$ cat src/rtl/icsp_pkg.sv
package icsp_pkg;
  localparam int CMD_W = 4;
  localparam int PAY_W = 16;

  localparam logic [CMD_W-1:0] CMD_CORE    = 4'b0000;
  localparam logic [CMD_W-1:0] CMD_TW_INC2 = 4'b1101;
  localparam logic [CMD_W-1:0] CMD_TW_PROG = 4'b1111;

  localparam logic [7:0] OP_MOVLW = 8'h0E;
  localparam logic [7:0] OP_MOVWF = 8'h6E;
  localparam logic [7:0] REG_CTRL = 8'hA6;
  localparam logic [7:0] REG_PTRU = 8'hF8;
  localparam logic [7:0] REG_PTRH = 8'hF7;
  localparam logic [7:0] REG_PTRL = 8'hF6;

  localparam logic [2:0] BIT_PSEL = 3'd7;
  localparam logic [2:0] BIT_CSEL = 3'd6;
  localparam logic [2:0] BIT_WREN = 3'd2;

  typedef enum logic [1:0] {
    PG_IDLE,
    PG_ARMED,
    PG_DRAIN
  } pg_state_e;
endpackage

$ cat src/rtl/icsp_rx.sv
module icsp_rx
  import icsp_pkg::*;
#(
  parameter int CW = CMD_W,
  parameter int PW = PAY_W
) (
  input  logic                          clk_i,
  input  logic                          rst_ni,
  input  logic                          sclk_i,
  input  logic                          sdata_i,
  output logic                          frame_vld_o,
  output logic [CW-1:0]                 cmd_o,
  output logic [PW-1:0]                 pay_o,
  output logic [$clog2(CW+PW)-1:0]      bit_idx_o,
  output logic                          sclk_hi_o,
  output logic                          sclk_fall_o
);
  localparam int FR_W = CW + PW;
  localparam int BC_W = $clog2(FR_W);

  logic [1:0]      sclk_sync, sdat_sync;
  logic            sclk_d;
  logic [FR_W-1:0] sr_q;
  logic [BC_W-1:0] bit_cnt_q;
  logic            vld_q;

  always_ff @(posedge clk_i or negedge rst_ni) begin
    if (!rst_ni) begin
      sclk_sync <= '0;
      sdat_sync <= '0;
      sclk_d    <= 1'b0;
    end else begin
      sclk_sync <= {sclk_sync[0], sclk_i};
      sdat_sync <= {sdat_sync[0], sdata_i};
      sclk_d    <= sclk_sync[1];
    end
  end

  assign sclk_fall_o = sclk_d & ~sclk_sync[1];
  assign sclk_hi_o   = sclk_sync[1];

  // LSB first: new bit enters at the top, shifts toward bit 0
  always_ff @(posedge clk_i or negedge rst_ni) begin
    if (!rst_ni) begin
      sr_q      <= '0;
      bit_cnt_q <= '0;
      vld_q     <= 1'b0;
    end else begin
      vld_q <= 1'b0;
      if (sclk_fall_o) begin
        sr_q <= {sdat_sync[1], sr_q[FR_W-1:1]};
        if (bit_cnt_q == BC_W'(FR_W-1)) begin
          bit_cnt_q <= '0;
          vld_q     <= 1'b1;
        end else begin
          bit_cnt_q <= bit_cnt_q + 1'b1;
        end
      end
    end
  end

  assign frame_vld_o = vld_q;
  assign cmd_o       = sr_q[CW-1:0];
  assign pay_o       = sr_q[FR_W-1:CW];
  assign bit_idx_o   = bit_cnt_q;

  AST_FRAME_PULSE: assert property (@(posedge clk_i) disable iff (!rst_ni)
    frame_vld_o |=> !frame_vld_o);
endmodule

$ cat src/rtl/icsp_core.sv
module icsp_core
  import icsp_pkg::*;
#(
  parameter int ADDR_W = 22
) (
  input  logic              clk_i,
  input  logic              rst_ni,
  input  logic              frame_vld_i,
  input  logic [CMD_W-1:0]  cmd_i,
  input  logic [PAY_W-1:0]  pay_i,
  input  logic              inc2_i,
  output logic [ADDR_W-1:0] tblptr_o,
  output logic              psel_o,
  output logic              csel_o,
  output logic              wren_o
);
  localparam int UP_W = ADDR_W - 16;

  logic [7:0]        w_q;
  logic [ADDR_W-1:0] ptr_q;
  logic              psel_q, csel_q, wren_q;
  logic              exec;
  logic              bitop;

  assign exec  = frame_vld_i && (cmd_i == CMD_CORE);
  assign bitop = (pay_i[15:13] == 3'b100) && !pay_i[8] && (pay_i[7:0] == REG_CTRL);

  always_ff @(posedge clk_i or negedge rst_ni) begin
    if (!rst_ni) begin
      w_q    <= '0;
      ptr_q  <= '0;
      psel_q <= 1'b0;
      csel_q <= 1'b0;
      wren_q <= 1'b0;
    end else if (inc2_i) begin
      ptr_q <= ptr_q + ADDR_W'(2);
    end else if (exec) begin
      if (pay_i[15:8] == OP_MOVLW) begin
        w_q <= pay_i[7:0];
      end else if (pay_i[15:8] == OP_MOVWF) begin
        case (pay_i[7:0])
          REG_PTRU: ptr_q[ADDR_W-1:16] <= w_q[UP_W-1:0];
          REG_PTRH: ptr_q[15:8]        <= w_q;
          REG_PTRL: ptr_q[7:0]         <= w_q;
          default: ;
        endcase
      end else if (bitop) begin
        // pay[12]: 0 = set, 1 = clear
        case (pay_i[11:9])
          BIT_PSEL: psel_q <= ~pay_i[12];
          BIT_CSEL: csel_q <= ~pay_i[12];
          BIT_WREN: wren_q <= ~pay_i[12];
          default: ;
        endcase
      end
    end
  end

  assign tblptr_o = ptr_q;
  assign psel_o   = psel_q;
  assign csel_o   = csel_q;
  assign wren_o   = wren_q;

  AST_PTR_STEP2: assert property (@(posedge clk_i) disable iff (!rst_ni)
    inc2_i |=> (tblptr_o[0] == $past(tblptr_o[0])));
endmodule

$ cat src/rtl/icsp_prog.sv
module icsp_prog
  import icsp_pkg::*;
#(
  parameter int ADDR_W    = 22,
  parameter int BUF_BYTES = 8,
  parameter int P9_CYC    = 4800,
  parameter int BC_W      = 5
) (
  input  logic              clk_i,
  input  logic              rst_ni,
  input  logic              frame_vld_i,
  input  logic [CMD_W-1:0]  cmd_i,
  input  logic [PAY_W-1:0]  pay_i,
  input  logic [ADDR_W-1:0] tblptr_i,
  input  logic              psel_i,
  input  logic              csel_i,
  input  logic              wren_i,
  input  logic [BC_W-1:0]   bit_idx_i,
  input  logic              sclk_hi_i,
  input  logic              sclk_fall_i,
  output logic              inc2_o,
  output logic              mem_we_o,
  output logic [ADDR_W-1:0] mem_addr_o,
  output logic [7:0]        mem_data_o,
  output logic              busy_o,
  output logic              err_o
);
  localparam int IDX_W = $clog2(BUF_BYTES);
  localparam int CNT_W = $clog2(P9_CYC + 1);
  localparam logic [BC_W-1:0] HOLD_IDX = BC_W'(CMD_W - 1);

  pg_state_e            state_q;
  logic [7:0]           wbuf_q [BUF_BYTES];
  logic [BUF_BYTES-1:0] bvld_q;
  logic [CNT_W-1:0]     cnt_q;
  logic [IDX_W-1:0]     ptr_q;
  logic [ADDR_W-1:0]    base_q;
  logic [7:0]           cbyte_q;
  logic                 cfg_q;
  logic                 err_q;

  logic             accept, tw_inc, tw_prog, deposit, in_hold;
  logic [IDX_W-1:0] idx0, idx1;

  assign accept  = frame_vld_i && (state_q == PG_IDLE) && wren_i && (psel_i || csel_i);
  assign tw_inc  = accept && (cmd_i == CMD_TW_INC2) && !csel_i;
  assign tw_prog = accept && (cmd_i == CMD_TW_PROG);
  assign deposit = tw_inc || (tw_prog && !csel_i);
  assign inc2_o  = tw_inc;
  assign idx0    = tblptr_i[IDX_W-1:0];
  assign idx1    = idx0 + 1'b1;
  assign in_hold = (bit_idx_i == HOLD_IDX);

  always_ff @(posedge clk_i or negedge rst_ni) begin
    if (!rst_ni) begin
      state_q <= PG_IDLE;
      bvld_q  <= '0;
      cnt_q   <= '0;
      ptr_q   <= '0;
      base_q  <= '0;
      cbyte_q <= '0;
      cfg_q   <= 1'b0;
      err_q   <= 1'b0;
      for (int i = 0; i < BUF_BYTES; i++) wbuf_q[i] <= '0;
    end else begin
      case (state_q)
        PG_IDLE: begin
          if (deposit) begin
            wbuf_q[idx0] <= pay_i[7:0];
            wbuf_q[idx1] <= pay_i[15:8];
            bvld_q[idx0] <= 1'b1;
            bvld_q[idx1] <= 1'b1;
          end
          if (tw_prog) begin
            state_q <= PG_ARMED;
            cfg_q   <= csel_i;
            base_q  <= csel_i ? tblptr_i : {tblptr_i[ADDR_W-1:IDX_W], {IDX_W{1'b0}}};
            cbyte_q <= tblptr_i[0] ? pay_i[15:8] : pay_i[7:0];
            cnt_q   <= '0;
            err_q   <= 1'b0;
          end
        end
        PG_ARMED: begin
          if (sclk_fall_i && in_hold) begin
            // hold ended early: abort
            err_q   <= 1'b1;
            bvld_q  <= '0;
            state_q <= PG_IDLE;
          end else if (sclk_hi_i && in_hold) begin
            if (cnt_q == CNT_W'(P9_CYC - 1)) begin
              state_q <= PG_DRAIN;
              ptr_q   <= '0;
            end else begin
              cnt_q <= cnt_q + 1'b1;
            end
          end
        end
        PG_DRAIN: begin
          if (cfg_q || (ptr_q == IDX_W'(BUF_BYTES - 1))) begin
            state_q <= PG_IDLE;
            bvld_q  <= '0;
          end else begin
            ptr_q <= ptr_q + 1'b1;
          end
        end
        default: state_q <= PG_IDLE;
      endcase
    end
  end

  assign mem_we_o   = (state_q == PG_DRAIN) && (cfg_q || bvld_q[ptr_q]);
  assign mem_addr_o = !mem_we_o ? '0 :
                      cfg_q ? base_q : {base_q[ADDR_W-1:IDX_W], ptr_q};
  assign mem_data_o = !mem_we_o ? '0 : (cfg_q ? cbyte_q : wbuf_q[ptr_q]);
  assign busy_o     = (state_q != PG_IDLE);
  assign err_o      = err_q;

  AST_WE_IN_HIGH: assert property (@(posedge clk_i) disable iff (!rst_ni)
    mem_we_o |-> sclk_hi_i);
  AST_DRAIN_ASCEND: assert property (@(posedge clk_i) disable iff (!rst_ni)
    (mem_we_o && $past(mem_we_o) && !cfg_q) |-> (mem_addr_o > $past(mem_addr_o)));
  AST_CFG_SINGLE: assert property (@(posedge clk_i) disable iff (!rst_ni)
    (mem_we_o && cfg_q) |=> !mem_we_o);
  AST_ERR_ABORT: assert property (@(posedge clk_i) disable iff (!rst_ni)
    $rose(err_o) |-> (!busy_o && !mem_we_o));
endmodule

$ cat src/rtl/icsp_tw_engine.sv
module icsp_tw_engine
  import icsp_pkg::*;
#(
  parameter int ADDR_W    = 22,
  parameter int BUF_BYTES = 8,
  parameter int P9_CYC    = 4800
) (
  input  logic              clk_i,
  input  logic              rst_ni,
  input  logic              sclk_i,
  input  logic              sdata_i,
  output logic              mem_we_o,
  output logic [ADDR_W-1:0] mem_addr_o,
  output logic [7:0]        mem_data_o,
  output logic              busy_o,
  output logic              err_o
);
  localparam int BC_W = $clog2(CMD_W + PAY_W);

  logic              frame_vld, sclk_hi, sclk_fall, inc2;
  logic [CMD_W-1:0]  cmd;
  logic [PAY_W-1:0]  pay;
  logic [BC_W-1:0]   bit_idx;
  logic [ADDR_W-1:0] tblptr;
  logic              psel, csel, wren;

  icsp_rx #(.CW(CMD_W), .PW(PAY_W)) u_rx (
    .clk_i       (clk_i),
    .rst_ni      (rst_ni),
    .sclk_i      (sclk_i),
    .sdata_i     (sdata_i),
    .frame_vld_o (frame_vld),
    .cmd_o       (cmd),
    .pay_o       (pay),
    .bit_idx_o   (bit_idx),
    .sclk_hi_o   (sclk_hi),
    .sclk_fall_o (sclk_fall)
  );

  icsp_core #(.ADDR_W(ADDR_W)) u_core (
    .clk_i       (clk_i),
    .rst_ni      (rst_ni),
    .frame_vld_i (frame_vld),
    .cmd_i       (cmd),
    .pay_i       (pay),
    .inc2_i      (inc2),
    .tblptr_o    (tblptr),
    .psel_o      (psel),
    .csel_o      (csel),
    .wren_o      (wren)
  );

  icsp_prog #(
    .ADDR_W    (ADDR_W),
    .BUF_BYTES (BUF_BYTES),
    .P9_CYC    (P9_CYC),
    .BC_W      (BC_W)
  ) u_prog (
    .clk_i       (clk_i),
    .rst_ni      (rst_ni),
    .frame_vld_i (frame_vld),
    .cmd_i       (cmd),
    .pay_i       (pay),
    .tblptr_i    (tblptr),
    .psel_i      (psel),
    .csel_i      (csel),
    .wren_i      (wren),
    .bit_idx_i   (bit_idx),
    .sclk_hi_i   (sclk_hi),
    .sclk_fall_i (sclk_fall),
    .inc2_o      (inc2),
    .mem_we_o    (mem_we_o),
    .mem_addr_o  (mem_addr_o),
    .mem_data_o  (mem_data_o),
    .busy_o      (busy_o),
    .err_o       (err_o)
  );

  AST_WE_NEEDS_BUSY: assert property (@(posedge clk_i) disable iff (!rst_ni)
    mem_we_o |-> busy_o);
endmodule

$ cat config.mk
export PLATFORM = sky130hd
export DESIGN_NAME = icsp_tw_engine
export DESIGN_NICKNAME = d
export VERILOG_FILES = /design/src/rtl/icsp_pkg.sv /design/src/rtl/icsp_rx.sv /design/src/rtl/icsp_core.sv /design/src/rtl/icsp_prog.sv /design/src/rtl/icsp_tw_engine.sv
export SDC_FILE = /design/constraint.sdc
export NUM_CORES = 1
export LEC_CHECK = 0
export ABC_AREA = 1
export BUFFER_PORTS_ARGS = -buffer_cell sky130_fd_sc_hd__clkbuf_2
export CORE_ASPECT_RATIO = 1.1
export CORE_MARGIN = 1
export CORE_UTILIZATION = 68
export DETAILED_ROUTE_END_ITERATION = 6
export GPL_ROUTABILITY_DRIVEN = 0
export PLACE_DENSITY = 0.86
export SLEW_MARGIN = 20
export SYNTH_ARGS = -nofsm -noshare
export SYNTH_HDL_FRONTEND = slang
export SYNTH_SLANG_ARGS = --single-unit
$ cat constraint.sdc
create_clock -name clk_i -period 3.7 [get_ports clk_i]
set_clock_uncertainty 0.05 [all_clocks]
set_input_delay 0 -clock clk_i [delete_from_list [all_inputs] [get_ports clk_i]]
set_output_delay 0 -clock clk_i [all_outputs]
set_load 0.01 [all_outputs]
Word-level counts from Yosys, hierarchy flattened --
Cells that the tools add are included.
Storage, ports and cells: RAM bits 0, flip-flop bits (word level) 186, word-level logic and storage cells 187, memories kept 0, latch bits 0, bits in read-only memories 0, input port bits 4, output and inout bits 33
Operators by class: mux-type cells 54, divide/modulo/power cells 0, reduce and logical (&&, ||, !) cells 48, equal/unequal tests 30, add/subtract/negate cells 5, magnitude comparators 10, bitwise operators 11, multiply operators 0, shifts and indexed selects 0
Operator list (count):
- 64-bit bitwise mux | 2
- 22-bit 2-to-1 mux | 5
- 8-bit 2-to-1 mux | 12
- 13-bit 2-to-1 mux | 4
- 8-bit demux with 3-bit select | 2
- 8-bit equality test (second input constant) | 4
- 13-bit one-hot mux with 2 select lines | 1
- 8-bit binary-select mux with 3-bit select | 1
- 8-bit one-hot mux with 3 select lines | 1
- 22-bit by 2-bit adder with 22-bit output (second input constant) | 1
- 4-bit AND reduction | 5
- 3-bit 2-to-1 mux | 6
- 6-bit AND reduction | 3
- 1-bit logical AND | 17
- 8-bit OR | 2
- 2-bit nonzero test | 8
- 2-bit by 1-bit != test with 1-bit output (second input constant) | 7
- 13-bit by 1-bit adder with 13-bit output (second input constant) | 1
- 13-bit equality test (second input constant) | 1
- 3-bit equality test (second input constant) | 4
- 4-bit greater-or-equal comparator (second input constant) | 3
- 3-bit by 4-bit < comparator with 1-bit output (second input constant) | 3
- 3-bit inverter with 4-bit output | 3
- 2-bit 2-to-1 mux | 5
- 32 further kinds | 57

Logic depth before layout (Yosys ltp) --
Gate-level depths: netlist (run 1).
word-level depth 9, gate-level depth with buffers 12, mapped depth without buffers 11

By module --
Synthesis (run 1) repeated with hierarchy kept, for this count alone.
Unflattened totals: cells, all modules 1472, area, all modules 10792.9 µm²
Modules (own cells, without submodules):
- icsp_prog | cells each 1006, times used 1, area an instance 7114.3 µm², seq. area each 3052.9 µm²
- icsp_core | cells each 348, times used 1, area an instance 2403.6 µm², seq. area each 825.8 µm²
- icsp_rx | cells each 118, times used 1, area an instance 1275.0 µm², seq. area each 775.7 µm²

Worst setup path after synthesis (run 1) --
OpenSTA, ideal clock, no wires.
path kind register to register, start point register u_prog.state_q[0], end point register u_prog.wbuf_q[22] (netlist bit), data arrival time 1.639 ns, stages on the path, launching flop included 12, buffers on the path 2, setup slack 1.937 ns, period minus slack after synthesis 1.763 ns, required time 3.576 ns, setup time 0.074 ns, path through dfrtp_1 > inv_1 > ha_1 > nand3_1 > nor2_4 > nand3_2 > o21ai_2 > and2_1 > buf_4 > buf_6 > nand2_1 > o21ai_2
Between the ends: longest elaborated chain between the ends 8, elaborated cells on any way between the ends 10, classes of those cells reduce/logical: 10
RTL lines:
- start, declared | RTL line icsp_prog.sv:32 | pg_state_e state_q;
- start signal, assigned | RTL line icsp_prog.sv:56 | state_q <= PG_IDLE;
- start signal, assigned | RTL line icsp_prog.sv:75 | state_q <= PG_ARMED;
- start signal, assigned | RTL line icsp_prog.sv:88 | state_q <= PG_IDLE;
- 2-bit zero test * | RTL line icsp_prog.sv:45, icsp_prog.sv:66
- 1-bit logical AND (3 in a row) | RTL line icsp_prog.sv:45 | assign accept = frame_vld_i && (state_q == PG_IDLE) && wren_i && (psel_i || csel_i);
- 1-bit logical AND (on tied branches) | RTL line icsp_prog.sv:46, icsp_prog.sv:47
- 1-bit logical AND (on tied branches) | RTL line icsp_prog.sv:46, icsp_prog.sv:48
- 1-bit logical OR | RTL line icsp_prog.sv:48 | assign deposit = tw_inc || (tw_prog && !csel_i);
- 2-bit AND reduction (no line) *
- end signal, assigned by index | RTL line icsp_prog.sv:69 | wbuf_q[idx0] <= pay_i[7:0];
- end signal, assigned by index | RTL line icsp_prog.sv:70 | wbuf_q[idx1] <= pay_i[15:8];
- end, declared | RTL line icsp_prog.sv:33 | logic [7:0] wbuf_q [BUF_BYTES];
Mark *: on every way between the ends. The rest lies on a longest branch, timed or not. A chain may end at the register's enable or synchronous reset.

Worst setup path in the final report (run 1) --
start point register u_prog.state_q[0], end point register u_prog.wbuf_q[20] (netlist bit)
The elaborated chain is that of the path after synthesis.

==> impl_metrics.tcl, run 1 <==
set metrics [dict create \
    cts_setup_buffers 0 \
    crit_end "u_prog.wbuf_q[20]" \
    seq_area_frac_synth 0.449 \
    p_leak_uw 0.00534 \
    fin_util 0.753 \
    core_area_mm2 0.0150 \
    post-route-period-util 0.820 \
    grt_usage 0.380 \
    regToRegStartpoint "u_prog.state_q[0]" \
    avgRoutedWirePerCell_um 16.9 \
    cts_max_path_buffers 2 \
    cts_inserted_buffers 17 \
    grt_pass1_vias 9502 \
    start_kind "register" \
    die_area_mm2 0.0158 \
    drive_gt1_frac 0.0772 \
    hold_viol_final 0 \
    yosys_warnings 0 \
    p_per_area_mw_per_mm2 397 \
    routed_wl_um 28300 \
    violations "design-rule violations" \
    endpoint_kind "register" \
    peakVddDrop_mv 0.301 \
    cts_tree "done" \
    status "finished, violations left" \
    vias 10095 \
    drc_errors 2 \
    fin_tns_setup_ns 0 \
    regToRegSetupSlack_ns 0.66 \
    worst_slew_pin_slew_ns 0.880 \
    synth_flop_cell "dfrtp_1" \
    finalSetupViolations 0 \
    hp-class "in2reg" \
    ys_async_sr_fraction 1.00 \
    reg2reg_to "u_prog.wbuf_q[20]" \
    dr.pass1.iters 7 \
    die_h_um 132 \
    synth_top_area_share 0.449 \
    maxCapViolCount 0 \
    ys_top_cells_by_area "dfrtp_1 (45%), nand2_1 (17%), nor2_1 (6.1%)" \
    synth_top_area_cell "dfrtp_1" \
    fmax_mhz 329 \
    insertion_delay_ns 0.44 \
    fin_crit_ns 3.04 \
    root_buffer "clkbuf_16" \
    area_growth_pct 8.78 \
    ant_nets 0 \
    dp_hpwl_um 19200 \
    nets 1482 \
    rsz0062_at_grt "false" \
    finalMaxSlewViolations 0 \
    layout_setup_ws_ns 0.664 \
    drtIter0Drc 1267 \
    critPathRequiredTime_ns 4.01 \
    grt_pass1_wl_um 46700 \
    crit_start "u_prog.state_q[0]" \
    numPortBuffers 36 \
    grt_max_degree 112 \
    critPathMaxFanout 42 \
    ys_ff_latch 186 \
    relSlewSlack 0.413 \
    synthCells 1448 \
    die_x_um 120 \
    ys_types 33 \
    via_per_inst 6.03 \
    reg2reg_depth 10 \
    rows 47 \
    arrival_ns 3.35 \
    diodes 0 \
    synth_edf_count 0 \
    synth_area_mm2 0.0104 \
    place_ws_ns 0.761 \
    initial_core_util 0.692 \
    cts_max_level 4 \
    synth_fp_nets 1465 \
    grt.overflow.total 0 \
    cts_sinks 186 \
    avgSynthCellArea_um2 7.17 \
    clk_pin_slew_ns 0.07 \
    antenna_found_initial 0 \
    io_pins 37 \
    worstSetupPathType "reg2reg" \
]
[final cells by class]
type	count	area, um^2
clock buffers	18	439
inverters	142	533
repair buffers	46	284
well taps	196	245
fillers	1163	3710
clock inverters	13	193
flip-flops and latches	186	4650
multi-input cells	1072	4940
[sequential cells by signal, summed over array words and instances (netlist names), 2 cells and up]
| name | flops |
|---|---|
| u_prog.ptr_q | 3 |
| u_prog.state_q | 2 |
| u_rx.bit_idx_o | 5 |
| u_prog.bvld_q | 8 |
| u_core.tblptr_o | 22 |
| u_prog.cnt_q | 13 |
| u_prog.base_q | 22 |
| u_rx.sr_q | 20 |
| u_prog.wbuf_q | 64 |
| u_core.w_q | 8 |
| u_prog.cbyte_q | 8 |
| u_rx.sclk_sync | 2 |
| u_rx.sdat_sync | 2 |
[worst max-delay path: stages (launching register included)]
cell and delay, ns:
dfrtp_1 0.40, inv_1 0.12, ha_1 0.25, nand3_1 0.14
nor2_4 0.15, nand2_2 0.38, o21ai_2 0.26, buf_4 0.39
and2_1 0.54, nand2_1 0.13, o21ai_1 0.13
[kinds of logic after synthesis]
| logic type | share of synthesized area |
|---|---|
| compound gates | 0.137 |
| xor+xnor | 0.0101 |
| fa+ha+maj | 0.0157 |
| buf+inv | 0.0755 |
| flops | 0.449 |
| simple gates | 0.313 |
[cells in the mapped netlist (2+ instances only)]
master and number:
nand4_1 13, inv_1 123, and2_1 2, nand3b_1 3, a21oi_1 60, nor2_1 170
dfrtp_1 186, inv_2 6, nand2_2 20, a31oi_1 8, o21ai_0 98, nor2_4 2
buf_2 20, ha_1 13, buf_4 6, o21ai_2 4, o21ai_1 16, o22ai_1 56
nor3_1 13, clkinv_1 13, clkbuf_1 18, nor2_2 6, o211ai_1 10, xnor2_1 2
buf_6 3, nand3_1 101, xor2_1 10, o21bai_1 5, nand2_1 457
[per-layer routing]
metal | up-vias | routed length (um) | GRT usage
met5 | - | 0 | 0
met4 | 0 | 1600 | 0.217
met3 | 138 | 2390 | 0.0725
met2 | 566 | 12900 | 0.596
met1 | 4661 | 11400 | 0.495
li1 | 4730 | - | -
[worst min path at each step]
| stage | cells past startpoint | startpoint | to | slack [ns] |
|---|---|---|---|---|
| 4_1_cts | 2 | sclk_i | u_rx.sclk_sync[0] | 0.15 |
| 5_1_grt | 2 | sclk_i | u_rx.sclk_sync[0] | 0.15 |
| 3_3_place_gp | 1 | sclk_i | u_rx.sclk_sync[0] | 0.06 |
| 2_1_floorplan | 0 | rst_ni | u_core.csel_o | -0.35 |
| 3_5_place_dp | 1 | sclk_i | u_rx.sclk_sync[0] | 0.06 |
| 6_report | 2 | sclk_i | u_rx.sclk_sync[0] | 0.15 |
[power breakdown]
part	switching, uW	leakage [uW]	internal (uW)
sequential	86.1	0.00257	2090
combinational	264	0.00246	79.5
clock	807	0.000309	1150
total	1160	0.00534	3330
[what timing repair did]
| action | CTS | global route |
|---|---|---|
| endpoints found under the setup margin | 0 | 0 |
| endpoints found under the hold margin | 112 | 0 |
| gates resized for setup | 0 | 0 |
| hold buffers | 3 | 0 |
[per-stage QoR]
step           std cells  hold WS (ns)  power (uW)  instance area (um^2)
6_report            1673         0.153        4480                 11300
5_1_grt             1673         0.146        4610                 11300
4_1_cts             1673         0.149        4470                 11300
3_5_place_dp        1639        0.0596        2530                 10600
3_3_place_gp        1639        0.0607        2520                 10600
2_1_floorplan       1448        -0.346        2370                 10400
[cells in the final DEF (no fill, tap or decap), types with 2 or more instances in the layout]
cell / instances
nand4_1: 13
dfrtp_1: 186
ha_1: 13
inv_6: 2
inv_1: 123
clkinv_4: 3
clkbuf_2: 35
buf_4: 6
o22ai_1: 56
clkinv_1: 13
xor2_1: 10
o211ai_1: 10
o21ai_1: 16
nor3_1: 13
inv_2: 6
clkbuf_8: 2
and2_1: 2
o21ai_2: 4
clkbuf_16: 17
nand3_1: 101
a31oi_1: 8
clkinv_2: 2
o21bai_1: 5
xnor2_1: 2
a21oi_1: 60
bufinv_16: 4
nor2_1: 170
nand2_2: 20
nor2_2: 6
nor2_4: 2
o21ai_0: 98
nand2_1: 457
dlygate4sd3_1: 3
nand3b_1: 3
(Power assumes the default switching activity.)
==> inputs of run 2 (changes only) <==
--- a/config.mk
+++ b/config.mk
@@ -9,10 +9,10 @@
 export BUFFER_PORTS_ARGS = -buffer_cell sky130_fd_sc_hd__clkbuf_2
 export CORE_ASPECT_RATIO = 1.1
 export CORE_MARGIN = 1
-export CORE_UTILIZATION = 68
+export CORE_UTILIZATION = 57
 export DETAILED_ROUTE_END_ITERATION = 6
 export GPL_ROUTABILITY_DRIVEN = 0
-export PLACE_DENSITY = 0.86
+export PLACE_DENSITY = 0.77
 export SLEW_MARGIN = 20
 export SYNTH_ARGS = -nofsm -noshare
 export SYNTH_HDL_FRONTEND = slang
==> constraint.sdc (replaced) <==
create_clock -name clk_i -period 2.75 [get_ports clk_i]
set_clock_uncertainty 0.05 [all_clocks]
set_input_delay 0 -clock clk_i [delete_from_list [all_inputs] [get_ports clk_i]]
set_output_delay 0 -clock clk_i [all_outputs]
set_load 0.01 [all_outputs]
==> run 2 against run 1 <==
  * The flow now finishes without violations
  * Register-to-register slack got worse by 0.32 ns
  * Combinational power is 34% higher
  * Count of clock-buffer cells in the layout increased by 2
  * Global-route usage decreased by 5.7 points
  * Critical endpoint is now u_prog.cnt_q[0]
  * Largest cell class unchanged
==> impl_metrics.tcl, run 2 (synthesis results as in run 1) <==
set metrics [dict create \
    p_leak_uw 0.00542 \
    antenna_found_initial 0 \
    grt_use_met2 0.517 \
    post-route-period-util 0.874 \
    met1_usage 0.427 \
    peakVddDrop_mv 0.446 \
    worstSetupPathType "reg2reg" \
    critPathMostFrequentCell "nand2_1" \
    fmax_mhz 416 \
    start_kind "register" \
    core_area_mm2 0.0177 \
    clk_pin_slew_ns 0.07 \
    crit_family "simple AND/OR/NAND/NOR gates" \
    die_area_mm2 0.0188 \
    p_per_area_mw_per_mm2 533 \
    via_per_inst 5.77 \
    status "complete, no violations" \
    vias 9995 \
    final_cell_mix "nand2_1 (457), dfrtp_1 (186), nor2_1 (170)" \
    endpoint_kind "register" \
    drc_errors 0 \
    cts_max_level 4 \
    maxCapViolCount 0 \
    cts_resized 0 \
    fin_util 0.647 \
    fin_crit_ns 2.40 \
    die_h_um 144 \
    critPathRequiredTime_ns 3.03 \
    numPortBuffers 36 \
    hold_viol_final 0 \
    rows 51 \
    drtIter0Drc 1279 \
    critPathMaxFanout 41 \
    cts_tree "done" \
    avgRoutedWirePerCell_um 16.6 \
    dp_hpwl_um 20300 \
    dr.pass1.iters 6 \
    placed_cell_area_mm2 0.0108 \
    critPathMaxStageDelay_ns 0.41 \
    cts_sinks 186 \
    cts_max_path_buffers 2 \
    max_flop_register "u_prog.wbuf_q" \
    initial_core_util 0.585 \
    grt_pass1_wl_um 46100 \
    cp_num_cells 12 \
    reg2reg_depth 12 \
    root_buffer "clkbuf_16" \
    crit_buf_inv 3 \
    slowest_stage "dfrtp_1" \
    layout_commonest_cell "nand2_1" \
    grt_usage 0.323 \
    hp-class "in2async" \
    finalSetupViolations 0 \
    worst_slew_pin_slew_ns 0.709 \
    drive_gt1_frac 0.0864 \
    io_pins 37 \
    design_area_mm2 0.0115 \
    met3_usage 0.0517 \
    area_growth_pct 10.6 \
    routed_wl_um 28800 \
    cts_inserted_buffers 17 \
    die_x_um 131 \
    nets 1497 \
    diodes 0 \
    finalMaxSlewViolations 0 \
    insertion_delay_ns 0.44 \
    ant_nets 0 \
    arrival_ns 2.68 \
    crit_chain "inv_1 > ha_1 > nand3_1 > nor2_4 > nand2_2 > buf_4 > nand2_1 > o21ai_1 > inv_2 > nand2_2 > nand2_1 > nand2_1" \
    fin_tns_setup_ns 0 \
    grt.busiest_layer "met2" \
    rsz0062_at_grt "false" \
    grt_pass1_vias 9083 \
    largest_reg_flops 64 \
    relSlewSlack 0.527 \
    grt.overflow.total 0 \
    grt_max_degree 88 \
]
run 2: cell count changes in the layout (fill, tap and decap cells not counted), sizes merged:
cell	previous run	this run
clkinv	18	19
buf	7	22
bufinv	4	5
inv	132	129
clkbuf	54	56
run 2: layout make-up:
| type | instances | area, um^2 |
|---|---|---|
| flip-flops and latches | 186 | 4650 |
| inverters | 142 | 533 |
| repair buffers | 61 | 397 |
| multi-input cells | 1072 | 4940 |
| fillers | 1595 | 6270 |
| well taps | 238 | 298 |
| clock inverters | 12 | 195 |
| clock buffers | 20 | 457 |
run 2: where the power goes:
part | switching [uW] | internal [uW]
clock | 1070 | 1660
combinational | 346 | 114
sequential | 112 | 2820
run 2: through the flow:
step | total power [uW] | std cells | hold slack (ns) | setup slack [ns]
floorplan | 3190 | 1448 | -0.346 | 0.987
global placement | 3410 | 1695 | 0.0454 | 0.472
detailed placement | 3410 | 1695 | 0.0466 | 0.372
CTS | 6110 | 1730 | 0.145 | 0.0680
global route | 6270 | 1731 | 0.160 | 0.101
finish | 6110 | 1731 | 0.126 | 0.346
run 2: worst paths after layout:
check                                   from           endpoint  slack, ns
setup / recovery           u_prog.state_q[1]    u_prog.cnt_q[0]       0.35
hold / removal                        rst_ni  u_prog.base_q[17]       0.13
setup reg to reg           u_prog.state_q[1]    u_prog.cnt_q[0]       0.35
hold reg to reg            u_rx.sclk_sync[0]  u_rx.sclk_sync[1]       0.30
max in group asynchronous             rst_ni  u_prog.wbuf_q[48]       1.73
min in group clk_i                   sdata_i  u_rx.sdat_sync[0]       0.16
run 2: routing by layer:
layer,vias to the layer above,part of all wire
met5,-,0
met4,0,0.047
met3,115,0.073
met2,516,0.46
met1,4595,0.42
li1,4769,-
run 2: timing repair:
action	4_1_cts	5_1_grt
setup buffers	0	1
hold buffers	3	0
endpoints found under the hold margin	84	0
setup endpoints to repair	0	23
